<file path="src/rtl/uart_cfg_pkg.sv">
package uart_cfg_pkg;
  typedef enum logic [1:0] {MODE_NORM, MODE_DIV, MODE_KEY} mode_e;
  typedef enum logic [2:0] {SEL_PASS, SEL_LCR, SEL_EFR, SEL_DLL, SEL_DLH, SEL_DLF} sel_e;
  localparam logic [2:0] ADR_DLL = 3'd0;
  localparam logic [2:0] ADR_DLH = 3'd1;
  localparam logic [2:0] ADR_EFR = 3'd2;
  localparam logic [2:0] ADR_LCR = 3'd3;
  localparam logic [2:0] ADR_DLF = 3'd7;
endpackage

</file>
<file path="src/rtl/cfg_bank_decode.sv">
module cfg_bank_decode
  import uart_cfg_pkg::*;
#(
  parameter int DATA_W = 8,
  parameter logic [DATA_W-1:0] KEY = 8'hBF
) (
  input  logic [DATA_W-1:0] lcr,
  input  logic [2:0]        addr,
  output mode_e             mode,
  output sel_e              sel
);
  always_comb begin
    if (lcr == KEY)              mode = MODE_KEY;
    else if (lcr[DATA_W-1])      mode = MODE_DIV;
    else                         mode = MODE_NORM;
  end

  always_comb begin
    sel = SEL_PASS;
    if (addr == ADR_LCR) begin
      sel = SEL_LCR;
    end else begin
      unique case (mode)
        MODE_KEY:  if (addr == ADR_EFR) sel = SEL_EFR;
        MODE_DIV: begin
          if (addr == ADR_DLL)      sel = SEL_DLL;
          else if (addr == ADR_DLH) sel = SEL_DLH;
          else if (addr == ADR_DLF) sel = SEL_DLF;
        end
        default:   sel = SEL_PASS;
      endcase
    end
  end
endmodule

</file>
<file path="src/rtl/cfg_reg_file.sv">
module cfg_reg_file
  import uart_cfg_pkg::*;
#(
  parameter int DATA_W  = 8,
  parameter int FRAC_W  = 6,
  parameter int ENH_BIT = 4
) (
  input  logic              clk,
  input  logic              rst_n,
  input  logic              wr_en,
  input  sel_e              sel,
  input  logic [DATA_W-1:0] wdata,
  output logic [DATA_W-1:0] lcr,
  output logic [DATA_W-1:0] efr,
  output logic [DATA_W-1:0] dll,
  output logic [DATA_W-1:0] dlh,
  output logic [FRAC_W-1:0] dlf,
  output logic              div_update
);
  logic enh;
  logic frac_ok;
  logic div_wr;

  assign enh     = efr[ENH_BIT];
  assign frac_ok = wr_en && (sel == SEL_DLF) && enh;
  assign div_wr  = wr_en && ((sel == SEL_DLL) || (sel == SEL_DLH) || frac_ok);

  always_ff @(posedge clk or negedge rst_n) begin
    if (!rst_n) begin
      lcr <= '0;
      efr <= '0;
      dll <= '0;
      dlh <= '0;
      dlf <= '0;
      div_update <= 1'b0;
    end else begin
      div_update <= div_wr;
      if (wr_en) begin
        unique case (sel)
          SEL_LCR: lcr <= wdata;
          SEL_EFR: efr <= wdata;
          SEL_DLL: dll <= wdata;
          SEL_DLH: dlh <= wdata;
          SEL_DLF: if (enh) dlf <= wdata[FRAC_W-1:0];
          default: ;
        endcase
      end
    end
  end

  assert_frac_gate_R6: assert property (@(posedge clk) disable iff (!rst_n)
    (wr_en && sel == SEL_DLF && !efr[ENH_BIT]) |=> ($stable(dlf) && !div_update));
  assert_frac_store_R5: assert property (@(posedge clk) disable iff (!rst_n)
    (wr_en && sel == SEL_DLF && efr[ENH_BIT]) |=> (dlf == $past(wdata[FRAC_W-1:0])));
  assert_low_byte_R4: assert property (@(posedge clk) disable iff (!rst_n)
    (wr_en && sel == SEL_DLL) |=> (dll == $past(wdata)));
  assert_pulse_R9: assert property (@(posedge clk) disable iff (!rst_n)
    div_update |=> !div_update || $past(wr_en));
endmodule

</file>
<file path="src/rtl/uart_cfg_bank.sv">
module uart_cfg_bank
  import uart_cfg_pkg::*;
#(
  parameter int DATA_W  = 8,
  parameter int FRAC_W  = 6,
  parameter int ENH_BIT = 4,
  parameter logic [DATA_W-1:0] KEY = 8'hBF,
  localparam int DIV_W  = 2 * DATA_W
) (
  input  logic              clk,
  input  logic              rst_n,
  input  logic [2:0]        addr,
  input  logic              wr_en,
  input  logic              rd_en,
  input  logic [DATA_W-1:0] wdata,
  output logic [DATA_W-1:0] rdata,
  output logic              pt_wr,
  output logic              pt_rd,
  output logic [DATA_W-1:0] lcr_q,
  output logic              enh_en,
  output logic [DIV_W-1:0]  div_int,
  output logic [FRAC_W-1:0] div_frac,
  output logic              div_update
);
  mode_e mode;
  sel_e  sel;
  logic [DATA_W-1:0] efr_q, dll_q, dlh_q;

  cfg_bank_decode #(.DATA_W(DATA_W), .KEY(KEY)) u_dec (
    .lcr(lcr_q), .addr(addr), .mode(mode), .sel(sel)
  );

  cfg_reg_file #(.DATA_W(DATA_W), .FRAC_W(FRAC_W), .ENH_BIT(ENH_BIT)) u_regs (
    .clk(clk), .rst_n(rst_n), .wr_en(wr_en), .sel(sel), .wdata(wdata),
    .lcr(lcr_q), .efr(efr_q), .dll(dll_q), .dlh(dlh_q), .dlf(div_frac),
    .div_update(div_update)
  );

  assign div_int = {dlh_q, dll_q};
  assign enh_en  = efr_q[ENH_BIT];
  assign pt_wr   = wr_en && (sel == SEL_PASS);
  assign pt_rd   = rd_en && (sel == SEL_PASS);

  always_comb begin
    rdata = '0;
    if (rd_en) begin
      unique case (sel)
        SEL_LCR: rdata = lcr_q;
        SEL_EFR: rdata = efr_q;
        SEL_DLL: rdata = dll_q;
        SEL_DLH: rdata = dlh_q;
        SEL_DLF: rdata = DATA_W'(div_frac);
        default: rdata = '0;
      endcase
    end
  end

  assert_pass_no_change_R7: assert property (@(posedge clk) disable iff (!rst_n)
    pt_wr |=> ($stable(div_int) && $stable(div_frac) && $stable(enh_en) && $stable(lcr_q)));
  assert_lcr_write_R2: assert property (@(posedge clk) disable iff (!rst_n)
    (wr_en && addr == 3'd3) |=> (lcr_q == $past(wdata)));
  assert_pass_rdata_R10: assert property (@(posedge clk) disable iff (!rst_n)
    pt_rd |-> (rdata == '0));
  assert_one_strobe_R8: assert property (@(posedge clk) disable iff (!rst_n)
    $onehot0({pt_wr, pt_rd}));
endmodule

</file>
<file path="config.mk">
export PLATFORM = sky130hd
export DESIGN_NAME = uart_cfg_bank
export DESIGN_NICKNAME = d
export VERILOG_FILES = /design/src/rtl/uart_cfg_pkg.sv /design/src/rtl/cfg_bank_decode.sv /design/src/rtl/cfg_reg_file.sv /design/src/rtl/uart_cfg_bank.sv
export SDC_FILE = /design/constraint.sdc
export NUM_CORES = 1
export LEC_CHECK = 0
export BUFFER_PORTS_ARGS = -buffer_cell sky130_fd_sc_hd__buf_2
export CAP_MARGIN = 20
export CELL_PAD_IN_SITES_DETAIL_PLACEMENT = 0
export CELL_PAD_IN_SITES_GLOBAL_PLACEMENT = 1
export CORE_ASPECT_RATIO = 0.8
export CORE_MARGIN = 2
export CORE_UTILIZATION = 30
export CTS_CLUSTER_SIZE = 16
export DETAILED_ROUTE_END_ITERATION = 10
export PLACE_DENSITY_LB_ADDON = 0.25
export SKIP_CTS_REPAIR_TIMING = 1
export SLEW_MARGIN = 20
export SYNTH_ARGS = -nofsm -noshare
export SYNTH_HDL_FRONTEND = slang
export SYNTH_HIERARCHICAL = 1
export SYNTH_SLANG_ARGS = --single-unit
</file>
<file path="constraint.sdc">
create_clock -name clk -period 3.54 [get_ports clk]
set_input_delay 0.885 -clock clk [delete_from_list [all_inputs] [get_ports clk]]
set_output_delay 0.885 -clock clk [all_outputs]
set_load 0.01 [all_outputs]
</file>
==> run_results.csv, run 1 <==
group,metric,value,unit
status,outcome,"completed",
floorplanning,dieWidth,96.24,microns
drt,via_per_inst,4.974,
logic_synthesis,avgSynthCellArea,13.70,sq um
sta,finalCritPeriodShare,98.31,%
sta,slew_viol_final,0,
sta,period_needed,3.480,ns
cts,htreeDepth,2,
worst_setup_path,cp_slowest_cell,"mux2_2",
worst_setup_path,cp-startpoint,"addr[2]",
worst_setup_path,critPathArrivalTime,2.60,ns
sta,worst_slew_pin_slew,0.8769,ns
cts,numCtsBuffers,5,
sta,finalClockSkew,0.008219,ns
finish,layout-drive-gt1-share,62.05,%
worst_setup_path,path_cells,"buf_2 -> nor3_2 -> a21oi_1 -> o32ai_2 -> buf_4 -> buf_12 -> mux2_2 -> a22oi_1 -> a21oi_1 -> buf_2",
placement,port_buffers,56,
cts,clock-root-buffer,"clkbuf_8",
cts,clk_pin_slew,0.07,ns
placement,dpl.hpwl,3734,microns
worst_setup_path,r2r_start,"u_regs/lcr[5]",
logic_synthesis,ys_warn_count,6,
sta,fmax,287.4,MHz
global_route,track_usage,14.16,%
placement,dpl_cell_area,2452,sq um
sta,final-hold-violation-count,0,
worst_setup_path,r2r_end,"u_regs/efr[6]",
worst_setup_path,endpoint_kind,"primary output",
sta,fin_tns_setup,0,ns
drt,wl_per_cell,17.38,microns
cts,cts_buffer_depth,2,
logic_synthesis,synthCells,149,
global_route,grt_max_degree,40,
cts,clkSinkCount,39,
worst_setup_path,rrSetupSlack,1.08,ns
floorplanning,die_h,77.79,microns
worst_setup_path,crit_end,"rdata[0]",
finish,fillers,647,
finish,design_area,2635,sq um
worst_setup_path,reg2reg_depth,9,
power,max-vdd-ir-drop,0.0002800,V
logic_synthesis,synth_nets,164,
sta,slew_headroom,41.54,%
drt,drc_errors,0,
cts,clk-insertion-delay-late,0.29,ns
floorplanning,num_rows,26,
placement,post-place-ws,0.05667,ns
finish,areaGrowthSynthToFinish,29.04,%
min_path,hold_path.class,"register to register",
power,power.density,685.2,nW/um^2
sta,setup_viol,0,
worst_setup_path,crit_path_start_kind,"input port",
finish,nets,238,
worst_setup_path,cpPeakStageDelay,0.32,ns
placement,place.gp.congestion,0.7168,
drt,drtIter0Drc,34,
finish,antenna_cells,0,
drt,routed_wl,5352,microns
floorplanning,core,6474,sq um
drt,vias,1532,
power,p_leak,1.273,nW
drt,dr.pass1.iters,4,
cts,cts_tree,"yes",
global_route,grt_pass1_vias,1445,
floorplanning,ios,57,
global_route,grt_pass1_wl,7900,microns
global_route,overflow,0,
floorplanning,start_util,31.54,%
run,maxCapViolCount,0,
drt,ant_nets,0,
logic_synthesis,netlist_area,2042,sq um
worst_setup_path,required,2.65,ns
sta,layout_setup_ws,0.05999,ns
worst_setup_path,path_max_fanout,6,
worst_setup_path,path_class,"input port to primary output",
global_route,antenna_found_initial,0,
floorplanning,die_area,7487,sq um
-- final cells by class --
type	instances	area [sq um]	share of cell area, %
repair buffers	73	450.4	17.09
flip-flops and latches	39	975.9	37.04
multi-input cells	103	1018	38.65
inverters	1	3.754	0.1424
clock inverters	1	5.005	0.1899
clock buffers	7	76.32	2.896
well taps	84	105.1	3.989
-- worst max-delay path: cells and delay by family --
family / cells / cell delay [ns]
buffers and inverters: 4 / 0.59
AO/OA/AOI/OAI: 4 / 0.62
AND/OR/NAND/NOR: 1 / 0.18
multiplexers: 1 / 0.32
-- worst min path at each step --
| stage | start | endpoint | slack, ns | cells past startpoint |
|---|---|---|---|---|
| 2_1_floorplan | u_regs/efr[0] | u_regs/efr[0] | 0.48 | 1 |
| 3_3_place_gp | u_regs/efr[5] | u_regs/efr[5] | 0.50 | 1 |
| 3_5_place_dp | u_regs/efr[6] | u_regs/efr[6] | 0.50 | 1 |
| 4_1_cts | u_regs/efr[6] | u_regs/efr[6] | 0.51 | 1 |
| 5_1_grt | u_regs/efr[1] | u_regs/efr[1] | 0.54 | 1 |
| 6_report | u_regs/efr[6] | u_regs/efr[6] | 0.51 | 1 |
-- through the flow --
stage / hold slack, ns / utilization, % / cells / total power [W]
after floorplan: 0.4810 / - / 149 / 0.001192
after global placement: 0.4953 / 37.88 / 290 / 0.001482
after detailed placement: 0.4998 / 37.88 / 290 / 0.001489
after CTS: 0.5150 / 39.14 / 298 / 0.001783
after global routing: 0.5377 / 40.70 / 308 / 0.001921
final: 0.5134 / 40.70 / 308 / 0.001806
-- layout by cell type, fill, tap and decap left out, drive strengths merged, types with 2 or more instances in the layout --
cell type / count
nand2: 5
buf: 72
and4bb: 2
a21oi: 9
nor3: 6
nor3b: 2
mux2: 44
nand3b: 5
nand4b: 2
dfrtp: 39
nor2: 2
a22oi: 14
and2: 2
clkbuf: 8
a21o: 2
-- report_power, final --
group / internal (W) / switching, W / leakage [nW]
logic: 0.000415 / 0.000311 / 0.732
registers: 0.000620 / 0.000165 / 0.498
clock network: 0.000138 / 0.000156 / 0.0422
-- registers in the layout, summed over array words and instances, names as in the netlist --
signal             flops
u_regs/div_update      1
u_regs/dlf             6
u_regs/dlh             8
u_regs/dll             8
u_regs/efr             8
u_regs/lcr             8
-- layer usage --
| layer | track usage, % | wire length [microns] | up-vias | share of wire (%) |
|---|---|---|---|---|
| met2 | 19.03 | 2171 | 47 | 41 |
| met3 | 4.660 | 358 | 5 | 6.7 |
| met1 | 21.89 | 2790 | 760 | 52 |
| met5 | 0 | 0 | - | 0 |
| met4 | 2.714 | 31 | 0 | 0.58 |
| li1 | - | - | 720 | - |
(Power assumes the default switching activity.)
==> run 2: changes to the inputs <==
Settings changed: CORE_UTILIZATION 30 to 37, CTS_CLUSTER_DIAMETER from default to 40, SETUP_SLACK_MARGIN from default to 0.1.
==> run_results.csv, run 2 (synthesis gave the netlist of run 1 again) <==
group,metric,value,unit
finish,antenna_cells,0,
sta,finalCritPeriodShare,95.49,%
global_route,antenna_found_initial,0,
cts,clk_pin_slew,0.07,ns
global_route,grt_pass1_wl,8714,microns
worst_setup_path,crit_family,"compound AO/OA/AOI/OAI gates",
sta,slew_headroom,41.75,%
finish,final_cell_mix,"buf_2, dfrtp_1, mux2_2",
worst_setup_path,required,2.65,ns
sta,final-hold-violation-count,0,
placement,post-place-ws,0.0008176,ns
floorplanning,num_rows,24,
sta,rsz0062_at_grt,"true",
finish,nets,237,
sta,finalClockSkew,0.009741,ns
worst_setup_path,path_cells,"buf_6 -> nor3_4 -> a21oi_1 -> o32ai_2 -> buf_4 -> buf_6 -> mux2_4 -> a22oi_2 -> a21oi_2 -> buf_2",
drt,via_per_inst,5.387,
floorplanning,core,5375,sq um
placement,dpl.hpwl,3694,microns
worst_setup_path,reg2reg_depth,6,
floorplanning,dieWidth,87.06,microns
drt,vias,1546,
worst_setup_path,path_max_fanout,6,
power,power.density,698.8,nW/um^2
floorplanning,start_util,37.99,%
worst_setup_path,endpoint_kind,"primary output",
worst_setup_path,path_class,"input port to primary output",
cts,cts_tree,"yes",
drt,wl_per_cell,18.98,microns
worst_setup_path,crit_buf_inv,4,
global_route,grt_pass1_vias,1633,
drt,ant_nets,0,
floorplanning,die_area,6133,sq um
worst_setup_path,cp_slowest_cell,"mux2_4",
drt,drc_errors,0,
worst_setup_path,r2r_start,"u_regs/lcr[7]",
global_route,overflow,0,
worst_setup_path,crit_path_start_kind,"input port",
worst_setup_path,cp.depth,10,
drt,dr.pass1.iters,4,
sta,fin_tns_setup,0,ns
floorplanning,die_h,70.45,microns
placement,place.gp.congestion,0.7482,
cts,htreeDepth,2,
power,p_leak,1.278,nW
floorplanning,ios,57,
run,maxCapViolCount,0,
min_path,hold_path.class,"register to register",
cts,clock-root-buffer,"clkbuf_8",
sta,setup_viol,0,
finish,layout-drive-gt1-share,66.22,%
global_route,grt_max_degree,40,
cts,numCtsBuffers,5,
worst_setup_path,timing.critical_path.mode_cell,"buf_6",
worst_setup_path,crit_end,"rdata[2]",
drt,drtIter0Drc,109,
worst_setup_path,critPathArrivalTime,2.50,ns
worst_setup_path,rrSetupSlack,1.05,ns
power,finalPower,0.001847,W
drt,routed_wl,5446,microns
placement,port_buffers,56,
finish,fin_util,49.16,%
sta,layout_setup_ws,0.1598,ns
global_route,track_usage,18.34,%
status,outcome,"completed",
cts,clkSinkCount,39,
sta,worst_slew_pin_slew,0.8737,ns
sta,fmax,295.8,MHz
worst_setup_path,r2r_end,"u_regs/lcr[1]",
cts,cts_buffer_depth,2,
cts,clk-insertion-delay-late,0.29,ns
sta,period_needed,3.380,ns
power,max-vdd-ir-drop,0.0002885,V
finish,areaGrowthSynthToFinish,29.41,%
sta,slew_viol_final,0,
finish,final_common_cell,"buf_2",
worst_setup_path,cp-startpoint,"addr[1]",
worst_setup_path,cpPeakStageDelay,0.31,ns
sta,fin_hold_ws,0.5161,ns
==> run 2: worst reg2reg max path: stages, from the launching register on <==
cell and delay (ns):
dfrtp_1 0.49, nand4b_4 0.16, nor3_2 0.18, and4b_2 0.33, buf_4 0.20, and4bb_1 0.66, mux2_4 0.35
==> run 2: power breakdown <==
group | switching, W | internal [W] | total (W)
logic | 0.000343 | 0.000413 | 0.000756
registers | 0.000166 | 0.000620 | 0.000786
clock network | 0.000152 | 0.000153 | 0.000305
total | 0.000661 | 0.00119 | 0.00185
==> run 2: worst min path at each step <==
stage                  start       endpoint  slack, ns  cells past startpoint
6_report       u_regs/efr[7]  u_regs/efr[7]       0.52                      1
5_1_grt        u_regs/efr[6]  u_regs/efr[6]       0.55                      1
3_5_place_dp   u_regs/efr[0]  u_regs/efr[0]       0.50                      1
3_3_place_gp   u_regs/efr[5]  u_regs/efr[5]       0.49                      1
4_1_cts        u_regs/efr[0]  u_regs/efr[0]       0.51                      1
2_1_floorplan  u_regs/efr[0]  u_regs/efr[0]       0.48                      1
==> run 2: per-stage QoR <==
stage          instances  instance area [sq um]
2_1_floorplan        149                   2049
3_3_place_gp         272                   2411
3_5_place_dp         272                   2411
4_1_cts              279                   2499
5_1_grt              287                   2643
6_report             287                   2643
==> run 2: layout make-up <==
cell class,count,area [sq um]
clock inverter,1,5.005
inverter,1,3.754
tap,65,81.33
sequential,39,975.9
clock buffer,6,82.58
multi-input combinational,103,1072
fill,484,2733
timing repair buffer,72,421.7
==> run 2: routing by layer <==
metal | track usage, % | share of wire (%) | vias to the layer above
li1 | - | - | 711
met1 | 26.26 | 47 | 771
met2 | 28.07 | 47 | 56
met3 | 4.610 | 5.9 | 8
met4 | 3.819 | 0.75 | 0
met5 | 0 | 0 | -
